`src/rtl/disp_init_pkg.sv`:
```
`timescale 1ns/1ps
package disp_init_pkg;
   typedef enum logic [1:0] {
      PH_IDLE = 2'd0,
      PH_LO   = 2'd1,
      PH_HI   = 2'd2,
      PH_DONE = 2'd3
   } init_phase_e;
endpackage

```
`src/rtl/init_seq_fsm.sv`:
```
`timescale 1ns/1ps
module init_seq_fsm
   import disp_init_pkg::*;
(
   input  logic        clk,
   input  logic        rst_n,
   input  logic        start,
   output init_phase_e phase,
   output logic        busy
);
   init_phase_e phase_q;

   always_ff @(posedge clk or negedge rst_n) begin
      if (!rst_n) begin
         phase_q <= PH_LO;
      end else begin
         unique case (phase_q)
            PH_IDLE: if (start) phase_q <= PH_LO;
            PH_LO:   phase_q <= PH_HI;
            PH_HI:   phase_q <= PH_DONE;
            default: phase_q <= PH_IDLE;
         endcase
      end
   end

   assign phase = phase_q;
   assign busy  = (phase_q != PH_IDLE);

   assert_lo_to_hi_R1: assert property (@(posedge clk) disable iff (!rst_n)
      phase_q == PH_LO |=> phase_q == PH_HI);
   assert_hi_to_done_R1: assert property (@(posedge clk) disable iff (!rst_n)
      phase_q == PH_HI |=> phase_q == PH_DONE);
   assert_done_to_idle_R4: assert property (@(posedge clk) disable iff (!rst_n)
      phase_q == PH_DONE |=> !busy);
endmodule

```
`src/rtl/char_flash_store.sv`:
```
`timescale 1ns/1ps
module char_flash_store
   import disp_init_pkg::*;
#(
   parameter int          NUM_CHARS = 8,
   parameter int          CHAR_W    = 8,
   parameter logic [7:0]  BLANK     = 8'h20,
   localparam int         IDX_W     = $clog2(NUM_CHARS)
)(
   input  logic                              clk,
   input  logic                              rst_n,
   input  init_phase_e                       phase,
   input  logic                              char_we,
   input  logic [IDX_W-1:0]                  char_idx,
   input  logic [CHAR_W-1:0]                 char_wdata,
   input  logic                              flash_we,
   input  logic [NUM_CHARS-1:0]              flash_wdata,
   output logic [NUM_CHARS-1:0][CHAR_W-1:0]  chars,
   output logic [NUM_CHARS-1:0]              flash
);
   localparam logic [CHAR_W-1:0] BLANK_W = CHAR_W'(BLANK);

   for (genvar s = 0; s < NUM_CHARS; s++) begin : g_slot
      localparam init_phase_e INIT_PH = (s < NUM_CHARS/2) ? PH_LO : PH_HI;
      always_ff @(posedge clk) begin
         if (phase == INIT_PH)
            chars[s] <= BLANK_W;
         else if (char_we && (char_idx == IDX_W'(s)))
            chars[s] <= char_wdata;
      end
   end

   always_ff @(posedge clk) begin
      if (phase == PH_HI)
         flash <= '0;
      else if (flash_we)
         flash <= flash_wdata;
   end

   logic all_blank;
   always_comb begin
      all_blank = 1'b1;
      for (int s = 0; s < NUM_CHARS; s++)
         if (chars[s] != BLANK_W) all_blank = 1'b0;
   end

   assert_blank_after_init_R2: assert property (@(posedge clk) disable iff (!rst_n)
      phase == PH_HI |=> (all_blank && flash == '0));
endmodule

```
`src/rtl/scan_counter.sv`:
```
`timescale 1ns/1ps
module scan_counter #(
   parameter int CNT_W = 12
)(
   input  logic             clk,
   input  logic             rst_n,
   output logic [CNT_W-1:0] cnt
);
   always_ff @(posedge clk or negedge rst_n) begin
      if (!rst_n) cnt <= '0;
      else        cnt <= cnt + 1'b1;
   end

   assert_scan_step_R5: assert property (@(posedge clk) disable iff (!rst_n)
      1'b1 |=> cnt == CNT_W'($past(cnt) + 1'b1));
endmodule

```
`src/rtl/disp_ctl_init.sv`:
```
`timescale 1ns/1ps
module disp_ctl_init
   import disp_init_pkg::*;
#(
   parameter int          NUM_CHARS = 8,
   parameter int          CHAR_W    = 8,
   parameter int          UDC_AW    = 4,
   parameter int          CNT_W     = 12,
   parameter int          CLR_BIT   = 7,
   parameter logic [7:0]  BLANK     = 8'h20,
   localparam int         IDX_W     = $clog2(NUM_CHARS),
   localparam int         ADDR_W    = $clog2(NUM_CHARS + 3)
)(
   input  logic                        clk,
   input  logic                        rst_n,
   input  logic                        host_wr,
   input  logic                        host_rd,
   input  logic [ADDR_W-1:0]           host_addr,
   input  logic [CHAR_W-1:0]           host_wdata,
   output logic [CHAR_W-1:0]           host_rdata,
   output logic                        busy,
   output logic [CHAR_W-1:0]           ctrl_word,
   output logic [NUM_CHARS*CHAR_W-1:0] disp_chars,
   output logic [NUM_CHARS-1:0]        disp_flash,
   output logic [CNT_W-1:0]            scan_cnt
);
   if (NUM_CHARS < 2 || (NUM_CHARS % 2) != 0) begin : g_bad_chars
      $error("NUM_CHARS must be even and at least 2");
   end
   if (NUM_CHARS > CHAR_W) begin : g_bad_flash
      $error("flash register must fit in one data word");
   end
   if (CLR_BIT >= CHAR_W) begin : g_bad_clr
      $error("CLR_BIT outside the control word");
   end
   if (UDC_AW > CHAR_W) begin : g_bad_udc
      $error("UDC_AW wider than the data word");
   end

   localparam logic [ADDR_W-1:0] A_FLASH = ADDR_W'(NUM_CHARS);
   localparam logic [ADDR_W-1:0] A_CTRL  = ADDR_W'(NUM_CHARS + 1);
   localparam logic [ADDR_W-1:0] A_UDC   = ADDR_W'(NUM_CHARS + 2);
   localparam logic [CHAR_W-1:0] KEEP_M  = ~(CHAR_W'(1) << CLR_BIT);

   init_phase_e phase;
   logic        wr_ok, start;
   logic [CHAR_W-1:0] ctrl_q;
   logic [UDC_AW-1:0] udc_addr_q;
   logic [NUM_CHARS-1:0][CHAR_W-1:0] chars;
   logic [NUM_CHARS-1:0] flash;
   logic [CHAR_W-1:0] rd_mux;

   assign wr_ok = host_wr && !busy;
   assign start = wr_ok && (host_addr == A_CTRL) && host_wdata[CLR_BIT];

   init_seq_fsm u_seq (
      .clk   (clk),
      .rst_n (rst_n),
      .start (start),
      .phase (phase),
      .busy  (busy)
   );

   char_flash_store #(
      .NUM_CHARS (NUM_CHARS),
      .CHAR_W    (CHAR_W),
      .BLANK     (BLANK)
   ) u_store (
      .clk         (clk),
      .rst_n       (rst_n),
      .phase       (phase),
      .char_we     (wr_ok && (host_addr < A_FLASH)),
      .char_idx    (host_addr[IDX_W-1:0]),
      .char_wdata  (host_wdata),
      .flash_we    (wr_ok && (host_addr == A_FLASH)),
      .flash_wdata (host_wdata[NUM_CHARS-1:0]),
      .chars       (chars),
      .flash       (flash)
   );

   scan_counter #(.CNT_W(CNT_W)) u_scan (
      .clk   (clk),
      .rst_n (rst_n),
      .cnt   (scan_cnt)
   );

   always_ff @(posedge clk or negedge rst_n) begin
      if (!rst_n)
         ctrl_q <= '0;
      else if (wr_ok && host_addr == A_CTRL)
         ctrl_q <= host_wdata;
      else if (phase == PH_DONE)
         ctrl_q[CLR_BIT] <= 1'b0;
   end

   always_ff @(posedge clk) begin
      if (wr_ok && host_addr == A_UDC)
         udc_addr_q <= host_wdata[UDC_AW-1:0];
   end

   always_comb begin
      if (host_addr < A_FLASH)       rd_mux = chars[host_addr[IDX_W-1:0]];
      else if (host_addr == A_FLASH) rd_mux = CHAR_W'(flash);
      else if (host_addr == A_CTRL)  rd_mux = ctrl_q;
      else if (host_addr == A_UDC)   rd_mux = CHAR_W'(udc_addr_q);
      else                           rd_mux = '0;
   end

   always_ff @(posedge clk or negedge rst_n) begin
      if (!rst_n)                   host_rdata <= '0;
      else if (host_rd && !busy)    host_rdata <= rd_mux;
   end

   assign ctrl_word  = ctrl_q;
   assign disp_chars = chars;
   assign disp_flash = flash;

   assert_trigger_dropped_R3: assert property (@(posedge clk) disable iff (!rst_n)
      $fell(busy) |-> !ctrl_q[CLR_BIT]);
   assert_ctrl_kept_busy_R6: assert property (@(posedge clk) disable iff (!rst_n)
      busy |=> (ctrl_q & KEEP_M) == ($past(ctrl_q) & KEEP_M));
   assert_udc_kept_busy_R6: assert property (@(posedge clk) disable iff (!rst_n)
      busy |=> $stable(udc_addr_q));
   assert_rdata_hold_R7: assert property (@(posedge clk) disable iff (!rst_n)
      busy |=> $stable(host_rdata));
endmodule

```
`config.mk`:
```
export PLATFORM = sky130hd
export DESIGN_NAME = disp_ctl_init
export DESIGN_NICKNAME = d
export VERILOG_FILES = /design/src/rtl/disp_init_pkg.sv /design/src/rtl/init_seq_fsm.sv /design/src/rtl/char_flash_store.sv /design/src/rtl/scan_counter.sv /design/src/rtl/disp_ctl_init.sv
export SDC_FILE = /design/constraint.sdc
export NUM_CORES = 1
export LEC_CHECK = 0
export ABC_AREA = 1
export BUFFER_PORTS_ARGS = -buffer_cell sky130_fd_sc_hd__buf_2
export CAP_MARGIN = 40
export CELL_PAD_IN_SITES_DETAIL_PLACEMENT = 1
export CELL_PAD_IN_SITES_GLOBAL_PLACEMENT = 1
export CORE_AREA = 2 2 156 82
export DETAILED_ROUTE_END_ITERATION = 10
export DIE_AREA = 0 0 158 84
export PLACE_DENSITY_LB_ADDON = 0.1
export REMOVE_ABC_BUFFERS = 1
export SLEW_MARGIN = 40
export SYNTH_ARGS = -nofsm -noshare
export SYNTH_HDL_FRONTEND = slang
export SYNTH_SLANG_ARGS = --single-unit
```
`constraint.sdc`:
```
create_clock -name clk -period 3.3 [get_ports clk]
set_input_delay 0.66 -clock clk [delete_from_list [all_inputs] [get_ports clk]]
set_output_delay 0.66 -clock clk [all_outputs]
set_load 0.005 [all_outputs]
```
Yosys cells after proc, flatten, opt, wreduce, memory -nomap -nowiden
Index checks and enable logic that the tools add are counted.

word-level totals
  flip-flop bits (word level) = 106
  input port bits = 16
  output and inout port bits = 101
  word-level logic and storage cells = 62

cells by class
  $add $sub $neg = 1
  $lt $le $gt $ge = 2
  equal/unequal tests = 14
  multiplexer cells = 10
  reduce and logical (&&, ||, !) cells = 20

operators by type and width
  cell                                                                   count
  8-bit 2-to-1 mux                                                       4
  8-bit binary-select mux with 3-bit select                              1
  1-bit logical AND                                                      15
  12-bit by 1-bit adder with 12-bit output, second input constant        1
  3-bit equality test, second input constant                             4
  4-bit equality test, second input constant                             3
  3-bit by 2-bit equality test with 1-bit output, second input constant  2
  2-bit one-hot mux with 3 select lines                                  1
  2-bit equality test, second input constant                             2
  3-bit by 4-bit < comparator with 1-bit output, second input constant   1
  4-bit < comparator, second input constant                              1
  4-bit 2-to-1 mux                                                       1
  2-bit nonzero test                                                     2
  3-bit by 1-bit equality test with 1-bit output, second input constant  1
  3-bit logical NOT                                                      1
  2-bit by 1-bit equality test with 1-bit output, second input constant  1
  2-bit logical NOT                                                      1
  1-bit 2-to-1 mux                                                       2
  2-bit 2-to-1 mux                                                       1
  2-bit inequality test, second input constant                           1
  1-bit logical NOT                                                      1

Depth between registers and ports, before layout
  depth after elaboration = 7
  depth in mapped cells = 12
  depth with buffers taken out = 10

Hierarchy
A second synthesis with hierarchy kept.

second synthesis, totals
  cells, all modules = 781
  area total of the unflattened synthesis = 5347.6 µm²

modules (own cells, without submodules)
  module            instances  cells an instance  area each (µm²)  sequential area each (µm²)
  char_flash_store  1          400                2859.0           1441.4
  disp_ctl_init     1          305                1813.0           520.5
  scan_counter      1          59                 548.0            300.3
  init_seq_fsm      1          17                 127.6            51.3

Worst setup path before layout
OpenSTA, ideal clock, no wires.

  path type = input to register
  from = input port host_addr[0]
  to = register udc_addr_q[0], enable pin
  setup time = 0.361 ns
  arrival = 1.480 ns
  required time = 2.939 ns
  setup slack = 1.458 ns
  stages = 5
  path buffers = 2
  cell sequence = buf_4 inv_2 buf_6 nand2_2 nor3_1

between the ends
  longest elaborated chain between the ends = 2

RTL lines
  element                 RTL line             text
  start: declaration      disp_ctl_init.sv:18  input logic [ADDR_W-1:0] host_addr,
  4-bit equality test     disp_ctl_init.sv:97  if (wr_ok && host_addr == A_UDC)
  1-bit logical AND       disp_ctl_init.sv:97
  end signal: assignment  disp_ctl_init.sv:98  udc_addr_q <= host_wdata[UDC_AW-1:0];
  end: declaration        disp_ctl_init.sv:48  logic [UDC_AW-1:0] udc_addr_q;

No other way between the ends.
A chain may end at the register's enable or synchronous reset.

Final worst setup path
  from = register u_seq.phase_q[1], in the netlist u_seq.phase[1]
  to = register u_store.chars[55] (netlist bit)

between the ends
  longest elaborated chain between the ends = 5
  elaborated cells between the ends (all ways) = 6
  those cells by class = eq/ne (1); reduce/logical (5)

RTL lines
  element                         RTL line                text
  start: declaration              init_seq_fsm.sv:11      init_phase_e phase_q;
  start signal: assignment        init_seq_fsm.sv:15      phase_q <= PH_LO;
  start signal: assignment        init_seq_fsm.sv:18      PH_IDLE: if (start) phase_q <= PH_LO;
  start signal: assignment        init_seq_fsm.sv:19      PH_LO: phase_q <= PH_HI;
  2-bit nonzero test              init_seq_fsm.sv:27      assign busy = (phase_q != PH_IDLE);
  1-bit logical NOT               disp_ctl_init.sv:53     assign wr_ok = host_wr && !busy;
  1-bit logical AND               disp_ctl_init.sv:53
  1-bit logical AND               disp_ctl_init.sv:72     .char_we (wr_ok && (host_addr < A_FLASH)),
  1-bit logical AND               char_flash_store.sv:28  else if (char_we && (char_idx == IDX_W'(s)))
  end signal: indexed assignment  char_flash_store.sv:29  chars[s] <= char_wdata;
  end: declaration                char_flash_store.sv:18  output logic [NUM_CHARS-1:0][CHAR_W-1:0] chars,

Several ways; a longest one is shown, not always the timed one.

==> flow_metrics.py <==
metrics = {
    "timing": {
        "fin_crit_ps": 2160,
        "setup_tns_ps": 0,
        "setup_violations": 0,
        "drv_slew": 0,
        "worst_slew_pin_slew_ps": 739,
        "period_share_pct": 65.5,
        "hold_viol": 0,
        "holdWs_ps": 373,
        "fmax_ghz": 0.463,
        "fin_skew_ps": 9.41,
        "rsz0062_at_grt": "false",
        "maxSlewHeadroom_pct": 50.7,
    },
    "floorplanning": {
        "num_rows": 29,
        "core_sq_um": 12100,
        "fp.dieH_microns": 84,
        "die-area_sq_um": 13300,
        "die_width_microns": 158,
        "initial_core_util_pct": 40.3,
        "io-pin-count": 117,
    },
    "min_path": {
        "hold_class": "in -> async",
    },
    "power_and_ir_drop": {
        "power_density_nw_per_um2": 691,
        "p_leak_nw": 2.91,
        "total_power_w": 0.00404,
        "ir_drop_mv": 0.232,
    },
    "global_route": {
        "grt_pass1_wl_mm": 26.2,
        "grt_pass1_vias": 4794,
        "grt_max_degree": 35,
        "grt.overflow.total": 0,
        "grt_usage_pct": 25.8,
        "antenna_found_initial": 0,
    },
    "logic_synthesis": {
        "synth_top_area_share_pct": 29.5,
        "yosys.area.top_type": "dfxtp_1",
        "synth_cell_types": 32,
        "synth-seq-cells": 106,
        "synth_warnings": 0,
        "seq_area_frac_synth_pct": 47.4,
        "syn_area_per_cell_sq_um": 7.73,
        "synthesis.area_sq_um": 4880,
        "synthCells": 631,
        "ys_top_cells_by_area": "dfxtp_1 (30%), dfrtp_1 (15%), nand2_1 (14%)",
    },
    "critical_path": {
        "r2r-start": "u_seq.phase[1]",
        "crit_chain": "inv_1 -> ha_1 -> nand2_2 -> nor2_4 -> nand2_4 -> nor2_4 -> inv_1 -> o21ai_0 -> a21oi_1",
        "worstSetupStartpointType": "flop",
        "crit_family": "simple AND/OR/NAND/NOR gates",
        "cp_slowest_cell": "dfrtp_1",
        "ff2ff_setup_slack_ps": 1140,
        "crit_buf_inv": 2,
        "worst_ep_required_time_ps": 3550,
        "worst_ep_arrival_time_ps": 2410,
        "reg2reg_to": "u_store.chars[55]",
        "path_class": "reg -> reg",
        "crit_cells": 9,
        "rr_worst_depth": 9,
        "crit_fanout": 13,
        "max_stage_delay_ps": 420,
        "cp-end-kind": "flop",
    },
    "clock_network": {
        "clockBufferDepth": 2,
        "root_buffer": "clkbuf_16",
        "cts.sinks": 106,
        "worstSkewPairLatency_ps": 350,
        "cts_max_level": 3,
        "cts_hold_buffers": 0,
        "cts_tree": "yes",
        "post_cts_buffers": 0,
        "path_clk_slew_ps": 70,
        "cts-buffers-inserted": 9,
        "ctsResizeCount": 0,
    },
    "finish": {
        "area_growth_pct": 19.6,
        "n_antenna_cell": 0,
        "fillers": 1562,
        "drive_gt1_share_pct": 23.5,
        "fin_nets": 756,
        "fin_cells": 909,
        "post-route-util_pct": 48.2,
    },
    "routing": {
        "ant_nets": 0,
        "firstDrtPassIters": 5,
        "vias_per_cell": 5.14,
        "vias": 4672,
        "drt-initial-drc-count": 279,
        "routed_wl_mm": 16.2,
        "wl_per_cell_microns": 17.8,
        "route.detailed.drc": 0,
    },
    "flow_run": {
        "cap_violations": 0,
    },
    "place": {
        "port_buffers": 116,
        "place_hpwl_mm": 12.1,
        "placed_cells_incl_taps": 893,
        "place.gp.congestion": 0.829,
    },
    "outcome": {
        "status": "finished, final reports clean",
    },
}
==> cell type report <==
type                            count  area, sq um  share of cell area (%)
Multi-Input combinational cell    442         2190                    37.4
Sequential cell                   106         2310                    39.6
Clock inverter                      4         48.8                   0.836
Timing Repair Buffer              121          618                    10.6
Clock buffer                       12          256                    4.39
Inverter                           54          203                    3.47
Tap cell                          170          213                    3.64
==> cell families (layout without fill, tap and decap cells) <==
family | after synthesis | in the layout | share of synthesized area [%]
AOI/OAI and AO/OA | 152 | 152 | 16.5
DFF | 106 | 106 | 47.4
buffers and inverters | 83 | 191 | 7.79
adders and majority gates | 6 | 6 | 1.54
xor gates and xnor gates | 9 | 9 | 1.62
and+or+nand+nor | 275 | 275 | 25.2
==> per-layer routing <==
layer / vias up / share of wire (%) / global-route usage, %
met4: 0 / 1.1 / 6.63
met1: 2282 / 52 / 38.9
met2: 116 / 42 / 37.6
li1: 2259 / - / -
met3: 15 / 5.1 / 5.09
met5: - / 0 / 0
==> metrics by stage <==
stage | setup slack, ps | cell area [sq um]
after floorplan | 1450 | 4700
after global placement | 1100 | 5530
after detailed placement | 1080 | 5530
after CTS | 1150 | 5840
after global routing | 966 | 5840
final | 1140 | 5840
==> cells in the final DEF (no fill, tap or decap), types with 5 or more instances in the layout <==
cell type	n
o21ai_1	23
nand3_1	37
o21ai_2	7
buf_2	116
nor2_1	24
nor2_4	10
xnor2_1	5
inv_1	40
o211ai_1	6
a21oi_1	66
ha_1	6
clkinv_1	7
dfrtp_1	29
buf_4	5
nand2_2	6
dfxtp_1	72
inv_2	7
clkbuf_16	9
nand2_1	186
o21ai_0	49
==> report_power, final <==
part / leakage, nW / internal (W) / switching (W)
clock network: 0.149 / 0.000630 / 0.000495
registers: 1.00 / 0.00156 / 0.000218
logic: 1.76 / 0.000439 / 0.000692
total: 2.91 / 0.00263 / 0.00141
==> state kept, by name (all words and copies together), names as in the netlist <==
register / count
ctrl_word: 8
u_store.flash: 8
udc_addr_q: 4
u_scan.cnt: 12
u_store.chars: 64
host_rdata: 8
u_seq.phase: 2
==> worst max-delay path by stage <==
stage | startpoint | end | slack (ps)
2_1_floorplan | host_addr[0] | udc_addr_q[0] | 1450
3_3_place_gp | host_addr[0] | udc_addr_q[2] | 1100
3_5_place_dp | host_addr[2] | udc_addr_q[3] | 1080
4_1_cts | u_seq.phase[0] | busy | 1150
5_1_grt | u_seq.phase[1] | u_store.chars[55] | 970
6_report | u_seq.phase[1] | u_store.chars[55] | 1140
==> synth_stat cells <==
cell type / number
xnor2_1: 5
nand2_4: 3
clkbuf_1: 8
nor2_1: 24
nand3_2: 1
o21ai_0: 49
ha_1: 6
dfrtp_1: 29
dfstp_2: 1
inv_1: 41
nor2_4: 10
clkinv_1: 7
nand3_1: 37
nand4_1: 2
nor3_1: 3
o21ai_2: 7
o211ai_1: 6
o21ai_1: 23
a21oi_1: 66
buf_1: 1
nand2_1: 186
buf_4: 10
edfxtp_1: 4
nor2_8: 1
inv_2: 6
o31ai_1: 1
dfxtp_1: 72
nand2_2: 6
xor2_1: 4
nor2_2: 2
buf_2: 7
buf_6: 3
Note: power is estimated with default switching activity, not from simulation.
